`src/rtl/conv_trig_timer.sv`:
```
module conv_trig_timer #(
  parameter int SEL_W    = 4,
  parameter int BASE_EXP = 7,
  localparam int CNT_W   = BASE_EXP + (1 << SEL_W) - 1
) (
  input  logic             clk,
  input  logic             rst_n,
  input  logic             mrst,
  input  logic             stop,
  input  logic             freeze,
  input  logic             conv_busy,
  input  logic             tick,
  input  logic [SEL_W-1:0] int_sel,
  input  logic             q1_wr,
  input  logic [1:0]       q1_mode_d,
  input  logic             q1_sse_d,
  input  logic             q2_wr,
  input  logic [1:0]       q2_mode_d,
  input  logic             q2_sse_d,
  output logic             q1_trig,
  output logic             q2_trig,
  output logic             q1_armed,
  output logic             q2_armed,
  output logic [CNT_W-1:0] count
);

  localparam logic [1:0] M_PER = 2'b10;
  localparam logic [1:0] M_ISS = 2'b11;

  logic [1:0]       q1_mode_r, q2_mode_r;
  logic             q1_sse_r, q2_sse_r;
  logic [CNT_W-1:0] cnt_r;
  logic             frz_d;

  wire q1_act = (q1_mode_r == M_PER) | ((q1_mode_r == M_ISS) & q1_sse_r);
  wire q2_act = (q2_mode_r == M_PER) | ((q2_mode_r == M_ISS) & q2_sse_r);

  wire q1_chg = q1_wr & ~stop & ~mrst & q1_mode_r[1] & q1_mode_d[1] & (q1_mode_d != q1_mode_r);
  wire q2_chg = q2_wr & ~stop & ~mrst & q2_mode_r[1] & q2_mode_d[1] & (q2_mode_d != q2_mode_r) & ~q1_act;

  wire hold  = mrst | stop | ~(q1_act | q2_act) | (freeze & ~conv_busy);
  wire clr   = hold | q1_chg | q2_chg | (frz_d & ~freeze);

  wire [CNT_W-1:0] lim_m1 = (CNT_W'(1) << (BASE_EXP + int'(int_sel))) - CNT_W'(1);
  wire             at_end = (cnt_r == lim_m1);
  wire             roll   = ~clr & ~freeze & tick & at_end;

  always_ff @(posedge clk or negedge rst_n) begin
    if (!rst_n)                   cnt_r <= '0;
    else if (clr)                 cnt_r <= '0;
    else if (freeze)              cnt_r <= cnt_r;
    else if (tick)                cnt_r <= at_end ? '0 : cnt_r + CNT_W'(1);
  end

  always_ff @(posedge clk or negedge rst_n) begin
    if (!rst_n) frz_d <= 1'b0;
    else        frz_d <= freeze;
  end

  always_ff @(posedge clk or negedge rst_n) begin
    if (!rst_n)                           {q1_mode_r, q1_sse_r} <= '0;
    else if (mrst | stop)                 {q1_mode_r, q1_sse_r} <= '0;
    else if (q1_wr)                       {q1_mode_r, q1_sse_r} <= {q1_mode_d, q1_sse_d};
    else if (roll && q1_mode_r == M_ISS)  q1_sse_r <= 1'b0;
  end

  always_ff @(posedge clk or negedge rst_n) begin
    if (!rst_n)                           {q2_mode_r, q2_sse_r} <= '0;
    else if (mrst | stop)                 {q2_mode_r, q2_sse_r} <= '0;
    else if (q2_wr)                       {q2_mode_r, q2_sse_r} <= {q2_mode_d, q2_sse_d};
    else if (roll && q2_mode_r == M_ISS)  q2_sse_r <= 1'b0;
  end

  always_ff @(posedge clk or negedge rst_n) begin
    if (!rst_n) begin
      q1_trig <= 1'b0;
      q2_trig <= 1'b0;
    end else begin
      q1_trig <= roll & q1_act;
      q2_trig <= roll & q2_act;
    end
  end

  assign q1_armed = q1_sse_r;
  assign q2_armed = q2_sse_r;
  assign count    = cnt_r;


  mrst_clears_chk: assert property (@(posedge clk) disable iff (!rst_n)
    mrst |=> (count == '0 && !q1_armed && !q2_armed));


  stop_clears_chk: assert property (@(posedge clk) disable iff (!rst_n)
    stop |=> (count == '0 && !q1_armed && !q2_armed && !q1_trig && !q2_trig));


  frz_idle_hold_chk: assert property (@(posedge clk) disable iff (!rst_n)
    (freeze && !conv_busy) |=> (count == '0 && !q1_trig && !q2_trig));


  trig_after_tick_chk: assert property (@(posedge clk) disable iff (!rst_n)
    (q1_trig || q2_trig) |-> $past(tick));


  trig_single_chk: assert property (@(posedge clk) disable iff (!rst_n)
    (q1_trig || q2_trig) |=> (!q1_trig && !q2_trig));


  q1_trig_mode_chk: assert property (@(posedge clk) disable iff (!rst_n)
    q1_trig |-> $past(q1_mode_r[1]));


  q2_trig_mode_chk: assert property (@(posedge clk) disable iff (!rst_n)
    q2_trig |-> $past(q2_mode_r[1]));

endmodule

```
`config.mk`:
```
export PLATFORM = sky130hd
export DESIGN_NAME = conv_trig_timer
export DESIGN_NICKNAME = d
export VERILOG_FILES = /design/src/rtl/conv_trig_timer.sv
export SDC_FILE = /design/constraint.sdc
export NUM_CORES = 1
export LEC_CHECK = 0
export CAP_MARGIN = 0
export CELL_PAD_IN_SITES_DETAIL_PLACEMENT = 1
export CELL_PAD_IN_SITES_GLOBAL_PLACEMENT = 2
export CORE_MARGIN = 10
export CORE_UTILIZATION = 28
export DETAILED_ROUTE_END_ITERATION = 8
export HOLD_SLACK_MARGIN = 0.15
export PLACE_DENSITY_LB_ADDON = 0.1
export SLEW_MARGIN = 25
export SYNTH_ARGS = -nofsm -noshare
export SYNTH_HDL_FRONTEND = slang
export SYNTH_SLANG_ARGS = --single-unit
export TNS_END_PERCENT = 20
```
`constraint.sdc`:
```
create_clock -name clk -period 2.6 [get_ports clk]
set_input_delay 0.39 -clock clk [delete_from_list [all_inputs] [get_ports clk]]
set_output_delay 0.39 -clock clk [all_outputs]
set_load 0.01 [all_outputs]
```
* Yosys cells after proc, flatten, opt, wreduce, memory -nomap -nowiden
Cells that the tools add are included.
** Word-level totals
- Flip-flop bits (word level) :: 31
- Output and inout bits :: 26
- Word-level logic and storage cells :: 78
** Operators by class
- Equal/unequal tests :: 8
- Bitwise logic cells :: 36
- Muxes and demuxes :: 14
- Reduce and logical (&&, ||, !) cells :: 8
- $add $sub $neg :: 3
- Shifts and indexed selects :: 1
** Operators by type and width (number)
- 22-bit 2-to-1 mux :: 4
- 22-bit by 1-bit adder with 22-bit output (second input constant) :: 1
- 22-bit equality test :: 1
- 1-bit by 5-bit left shift with 22-bit output (first input constant) :: 1
- 22-bit by 2-bit subtractor with 22-bit output (second input constant) :: 1
- 1-bit AND :: 20
- 1-bit bitwise OR :: 9
- 2-bit equality test (second input constant) :: 4
- 2-bit 2-to-1 mux :: 4
- 1-bit inverter :: 7
- 1-bit 2-to-1 mux :: 6
- 2-bit nonzero test :: 3
- 3-bit nonzero test :: 2
- 3-bit by 4-bit adder with 5-bit output (first input constant) :: 1
- 2-bit inequality test :: 2
- 1-bit logical AND :: 2
- 2-bit by 1-bit inequality test with 1-bit output (second input constant) :: 1
- 2-bit AND reduction :: 1

* Depth between registers and ports, before layout
- Depth in word-level cells :: 18
- Mapped depth :: 17
- Gate-level depth less buffers :: 12

* Worst setup path before layout
No wires, ideal clock.
- Path kind :: input port to flip-flop
- From :: input int_sel[1]
- To :: register cnt_r[13], in the netlist count[13]
- Buffers on the path :: 4
- Setup slack :: -1.395 ns
- Data required time :: 2.474 ns
- Library setup time :: 0.126 ns
- Data arrival time :: 3.869 ns
- Stages :: 16
- Path through :: clkbuf_1 or2_2 inv_1 ha_1 clkbuf_1 nor4b_1 xnor2_1 a21oi_1 or3_1 or4_1 nor4_1 and4b_1 buf_4 nor3_4 buf_6 a221o_1
** On the way
- Word-level cells in the longest chain between the ends :: 8
** Ends and longest elaborated chain
- from (decl) :: RTL line 13 : input logic [SEL_W-1:0] int_sel,
- 3-bit by 4-bit adder with 5-bit output :: RTL line 44 : wire [CNT_W-1:0] lim_m1 = (CNT_W'(1) << (BASE_EXP + int'(int_sel))) - CNT_W'(1);
- 1-bit by 5-bit left shift with 22-bit output :: RTL line 44
- 22-bit by 2-bit subtractor with 22-bit output :: RTL line 44
- 22-bit equality test :: RTL line 45 : wire at_end = (cnt_r == lim_m1);
- 22-bit 2-to-1 mux (2 in series) :: RTL line 52 : else if (tick) cnt_r <= at_end ? '0 : cnt_r + CNT_W'(1);
- 22-bit 2-to-1 mux :: RTL line 51 : else if (freeze) cnt_r <= cnt_r;
- 22-bit 2-to-1 mux :: RTL line 50 : else if (clr) cnt_r <= '0;
- to (signal assigned) :: RTL line 51
- to (signal assigned) :: RTL line 52
- to (decl) :: RTL line 32 : logic [CNT_W-1:0] cnt_r;
No other way between the ends. The select of a mux whose other input is x is not followed.
A chain may end at the register's enable or synchronous reset.

* Final worst setup path
- From :: input int_sel[0]
- To :: register cnt_r[7], in the netlist count[7]
Same word-level chain as after synthesis.

==> flow_metrics.tcl <==
set metrics [dict create \
    yosys_warnings 0 \
    detail_route.first_pass.iterations 4 \
    static-leakage-power_uw 0.00190 \
    grt_start_max_net_pins 32 \
    cts_htree_levels 2 \
    worst_r2r_path_depth 9 \
    clockRootBuffer "sky130_fd_sc_hd__clkbuf_8" \
    grt_antenna_before_repair 0 \
    die_h_um 123 \
    hp-class "primary input to asynchronous set/reset pin" \
    postRouteWirelength_um 11800 \
    reg2reg_from "count[2]$_DFFE_PN0P_" \
    ys.flop_type "sky130_fd_sc_hd__dfrtp_1" \
    fin_skew_ns 0.0187 \
    grt-ovfl-total 0 \
    grt_usage 0.154 \
    critPathRequiredTime_ns 2.77 \
    ys_seq_area_frac 0.264 \
    floorplan.initialDensity 0.286 \
    critical_path_arrival_ns 3.51 \
    power.density_cell_area_nw_per_um2 276 \
    drt-wirelength-per-cell_um 18.1 \
    cts_made_buffers 5 \
    path_type_of_the_worst_setup_path "primary input to flip-flop" \
    synth_largest_area_cell "sky130_fd_sc_hd__dfrtp_1" \
    cts.reportedPaths.clkPinSlew_ns 0.08 \
    max-cap-violations 0 \
    post_synth_num_cell_types 62 \
    fmax_mhz 299 \
    hold_violations 0 \
    critPathCapture "count[7]$_DFFE_PN0P_" \
    regToRegSetupSlack_ns -0.19 \
    yosys_top_cell_area_share 0.264 \
    vias 3492 \
    finish.net_count 537 \
    port-buffer-count 44 \
    clkLatencyLatePin_ns 0.30 \
    fin_crit_ns 3.34 \
    max_slew_margin 0.473 \
    coreArea_um2 10300 \
    ys_ff_latch 31 \
    floorplan.rows 37 \
    post_synth_instance_area_um2 2940 \
    post_route_cells_drive_above_1_share 0.293 \
    syn_avg_cell_area_um2 7.45 \
    violations_in_the_final_reports "setup timing" \
    drt.antenna.violating_nets 0 \
    n_antenna_cell 0 \
    flow.area_growth_from_synthesis_pct 52.0 \
    worst-slew-pin-transition_ns 0.791 \
    ir_worst_vdd_v 0.000179 \
    tritoncts "done" \
    min_period_over_period 1.28 \
    vias_in_the_first_global_route 3573 \
    final.setup.worst_slack_ns -0.740 \
    route.detailed.vias_per_inst 5.36 \
    placed_cells 637 \
    n_fill_cell 1274 \
    synthArstFlopShare 1.00 \
    critPathLaunchType "primary input" \
    largest_cells_by_area_after_synthesis "sky130_fd_sc_hd__dfrtp_1 26%, sky130_fd_sc_hd__nor2_1 6.9%, sky130_fd_sc_hd__a221o_1 6.1%" \
    postSynthCellCount 395 \
    cts-root-to-sink-buffers 2 \
    finish.cell_count_without_fillers 651 \
    finalWeightedCongestion 0.825 \
    total_die_area_um2 15000 \
    launching_instance_or_port_of_the_critical_path "int_sel[0]" \
    cp-end-kind "flip-flop" \
    run_status "finished with violations" \
    grt_pass1_wl_um 18600 \
    place_hpwl_um 9170 \
    fp.dieW_um 123 \
    drc 0 \
    synth_enable_flop_cells 0 \
    setup-violations-final 26 \
    utilization 0.435 \
    initialDrtViolationCount 160 \
    top_level_ports 45 \
    rr_endpoint "count[7]$_DFFE_PN0P_" \
    critical_path_peak_fanout 8 \
    slew_viol_final 0 \
    grt_setup_unrepaired "true" \
    cts_num_sinks 31 \
]
-- cells in the final DEF (no fill, tap or decap), types with 3 or more instances in the layout --
cell and instances:
sky130_fd_sc_hd__xor2_1 6, sky130_fd_sc_hd__a21oi_1 8, sky130_fd_sc_hd__clkbuf_8 5, sky130_fd_sc_hd__nor2_1 53, sky130_fd_sc_hd__o21ai_1 5, sky130_fd_sc_hd__a31oi_1 4
sky130_fd_sc_hd__or3_1 9, sky130_fd_sc_hd__buf_6 4, sky130_fd_sc_hd__mux2i_1 4, sky130_fd_sc_hd__clkdlybuf4s50_1 40, sky130_fd_sc_hd__inv_1 12, sky130_fd_sc_hd__nand3_1 31
sky130_fd_sc_hd__and3_1 4, sky130_fd_sc_hd__buf_4 93, sky130_fd_sc_hd__dfrtp_1 31, sky130_fd_sc_hd__nand4_1 10, sky130_fd_sc_hd__nand2b_1 8, sky130_fd_sc_hd__a211o_1 3
sky130_fd_sc_hd__nor3b_1 4, sky130_fd_sc_hd__o21ai_0 18, sky130_fd_sc_hd__nor2b_1 5, sky130_fd_sc_hd__nor4_1 4, sky130_fd_sc_hd__o31ai_1 5, sky130_fd_sc_hd__or2_2 8
sky130_fd_sc_hd__a221o_1 18, sky130_fd_sc_hd__o211ai_1 3, sky130_fd_sc_hd__buf_12 3, sky130_fd_sc_hd__nand2_1 31, sky130_fd_sc_hd__xnor2_1 9, sky130_fd_sc_hd__nor3_1 5
-- power breakdown --
group | switching (µW) | internal (µW)
registers | 2.95 | 486
logic | 170 | 171
clock network | 217 | 187
-- stage by stage --
stage                     area [µm²]  hold slack [ns]  setup WS, ns  setup TNS, ns  total power [µW]
after global routing            4470            0.248        -0.878         -21.28              1300
final                           4470            0.163        -0.740         -17.24              1230
after floorplan                 3020           0.0944         -1.06         -25.30               653
after global placement          4180            0.524         -1.55         -38.20               813
after CTS                       4370            0.225        -0.703         -16.62              1240
after detailed placement        4180            0.543         -1.60         -39.41               818
-- worst max-delay path: stages --
cell                        delay (ns)
sky130_fd_sc_hd__buf_6            0.09
sky130_fd_sc_hd__or2_4            0.25
sky130_fd_sc_hd__inv_4            0.08
sky130_fd_sc_hd__ha_4             0.23
sky130_fd_sc_hd__nor4b_4          0.31
sky130_fd_sc_hd__xnor2_2          0.18
sky130_fd_sc_hd__a21oi_2          0.07
sky130_fd_sc_hd__or3_1            0.31
sky130_fd_sc_hd__or4_4            0.54
sky130_fd_sc_hd__nor4_4           0.14
sky130_fd_sc_hd__and4b_2          0.33
sky130_fd_sc_hd__nor3_4           0.09
sky130_fd_sc_hd__clkbuf_16        0.18
sky130_fd_sc_hd__a221o_1          0.32
-- cell type report --
class	instances	area, µm²	area share
Sequential cell	31	776	0.173
Tap cell	136	170	0.0381
Clock buffer	5	68.8	0.0154
Clock inverter	3	20.0	0.00448
Inverter	13	51.3	0.0115
Multi-Input combinational cell	318	2110	0.473
Timing Repair Buffer	145	1270	0.285
-- Yosys cell counts (4+ instances only) --
master and count:
sky130_fd_sc_hd__nor2_1 54, sky130_fd_sc_hd__dfrtp_1 31, sky130_fd_sc_hd__nand2_1 31, sky130_fd_sc_hd__nand3_1 31, sky130_fd_sc_hd__o21ai_0 25, sky130_fd_sc_hd__clkbuf_1 24, sky130_fd_sc_hd__a221o_1 18, sky130_fd_sc_hd__inv_1 13
sky130_fd_sc_hd__xnor2_1 11, sky130_fd_sc_hd__nand4_1 10, sky130_fd_sc_hd__a21oi_1 9, sky130_fd_sc_hd__or2_2 9, sky130_fd_sc_hd__or3_1 9, sky130_fd_sc_hd__nand2b_1 8, sky130_fd_sc_hd__nor4_1 7, sky130_fd_sc_hd__xor2_1 7
sky130_fd_sc_hd__buf_2 6, sky130_fd_sc_hd__nor3_1 6, sky130_fd_sc_hd__mux2i_1 5, sky130_fd_sc_hd__nor2b_1 5, sky130_fd_sc_hd__o31ai_1 5, sky130_fd_sc_hd__a31oi_1 4, sky130_fd_sc_hd__and3_1 4, sky130_fd_sc_hd__ha_1 4
sky130_fd_sc_hd__nor3b_1 4, sky130_fd_sc_hd__or4_1 4
-- per-layer routing --
layer  global-route usage  up-vias  wire length [µm]
li1                     -     1697                 -
met1                0.195     1737              5410
met2                0.266       43              5840
met3               0.0275       15               360
met4               0.0353        0               163
met5                    0        -                 0
-- how the worst min path moves through the flow --
stage	end	slack, ns
after CTS	frz_d$_DFF_PN0_	0.22
after global routing	frz_d$_DFF_PN0_	0.25
final	count[16]$_DFFE_PN0P_	0.16
after detailed placement	count[8]$_DFFE_PN0P_	0.54
after floorplan	count[0]$_DFFE_PN0P_	0.09
after global placement	count[16]$_DFFE_PN0P_	0.52
-- cells by family after synthesis --
kind of cell / count (synthesis) / share of synthesized area
AOI/OAI and AO/OA: 93 / 0.232
other: 1 / 0.00127
and+or+nand+nor: 195 / 0.345
buffers and inverters: 47 / 0.0663
muxes: 6 / 0.0208
xor gates and xnor gates: 18 / 0.0536
adders and majority gates: 4 / 0.0170
DFF: 31 / 0.264
-- registers in the layout (all words and copies together), names as in the netlist --
signal	count
count	22
q1_mode_r	2
q2_mode_r	2
frz_d	1
q1_armed	1
q1_trig	1
q2_armed	1
q2_trig	1
-- what timing repair did --
item | in CTS | in global routing
gates resized for setup | 31 | 11
hold buffers | 0 | 0
endpoints found under the setup margin | 26 | 26
setup buffers | 3 | 1
gates cloned | 0 | 2
pin swaps | 11 | 13
(Power assumes the default switching activity.)
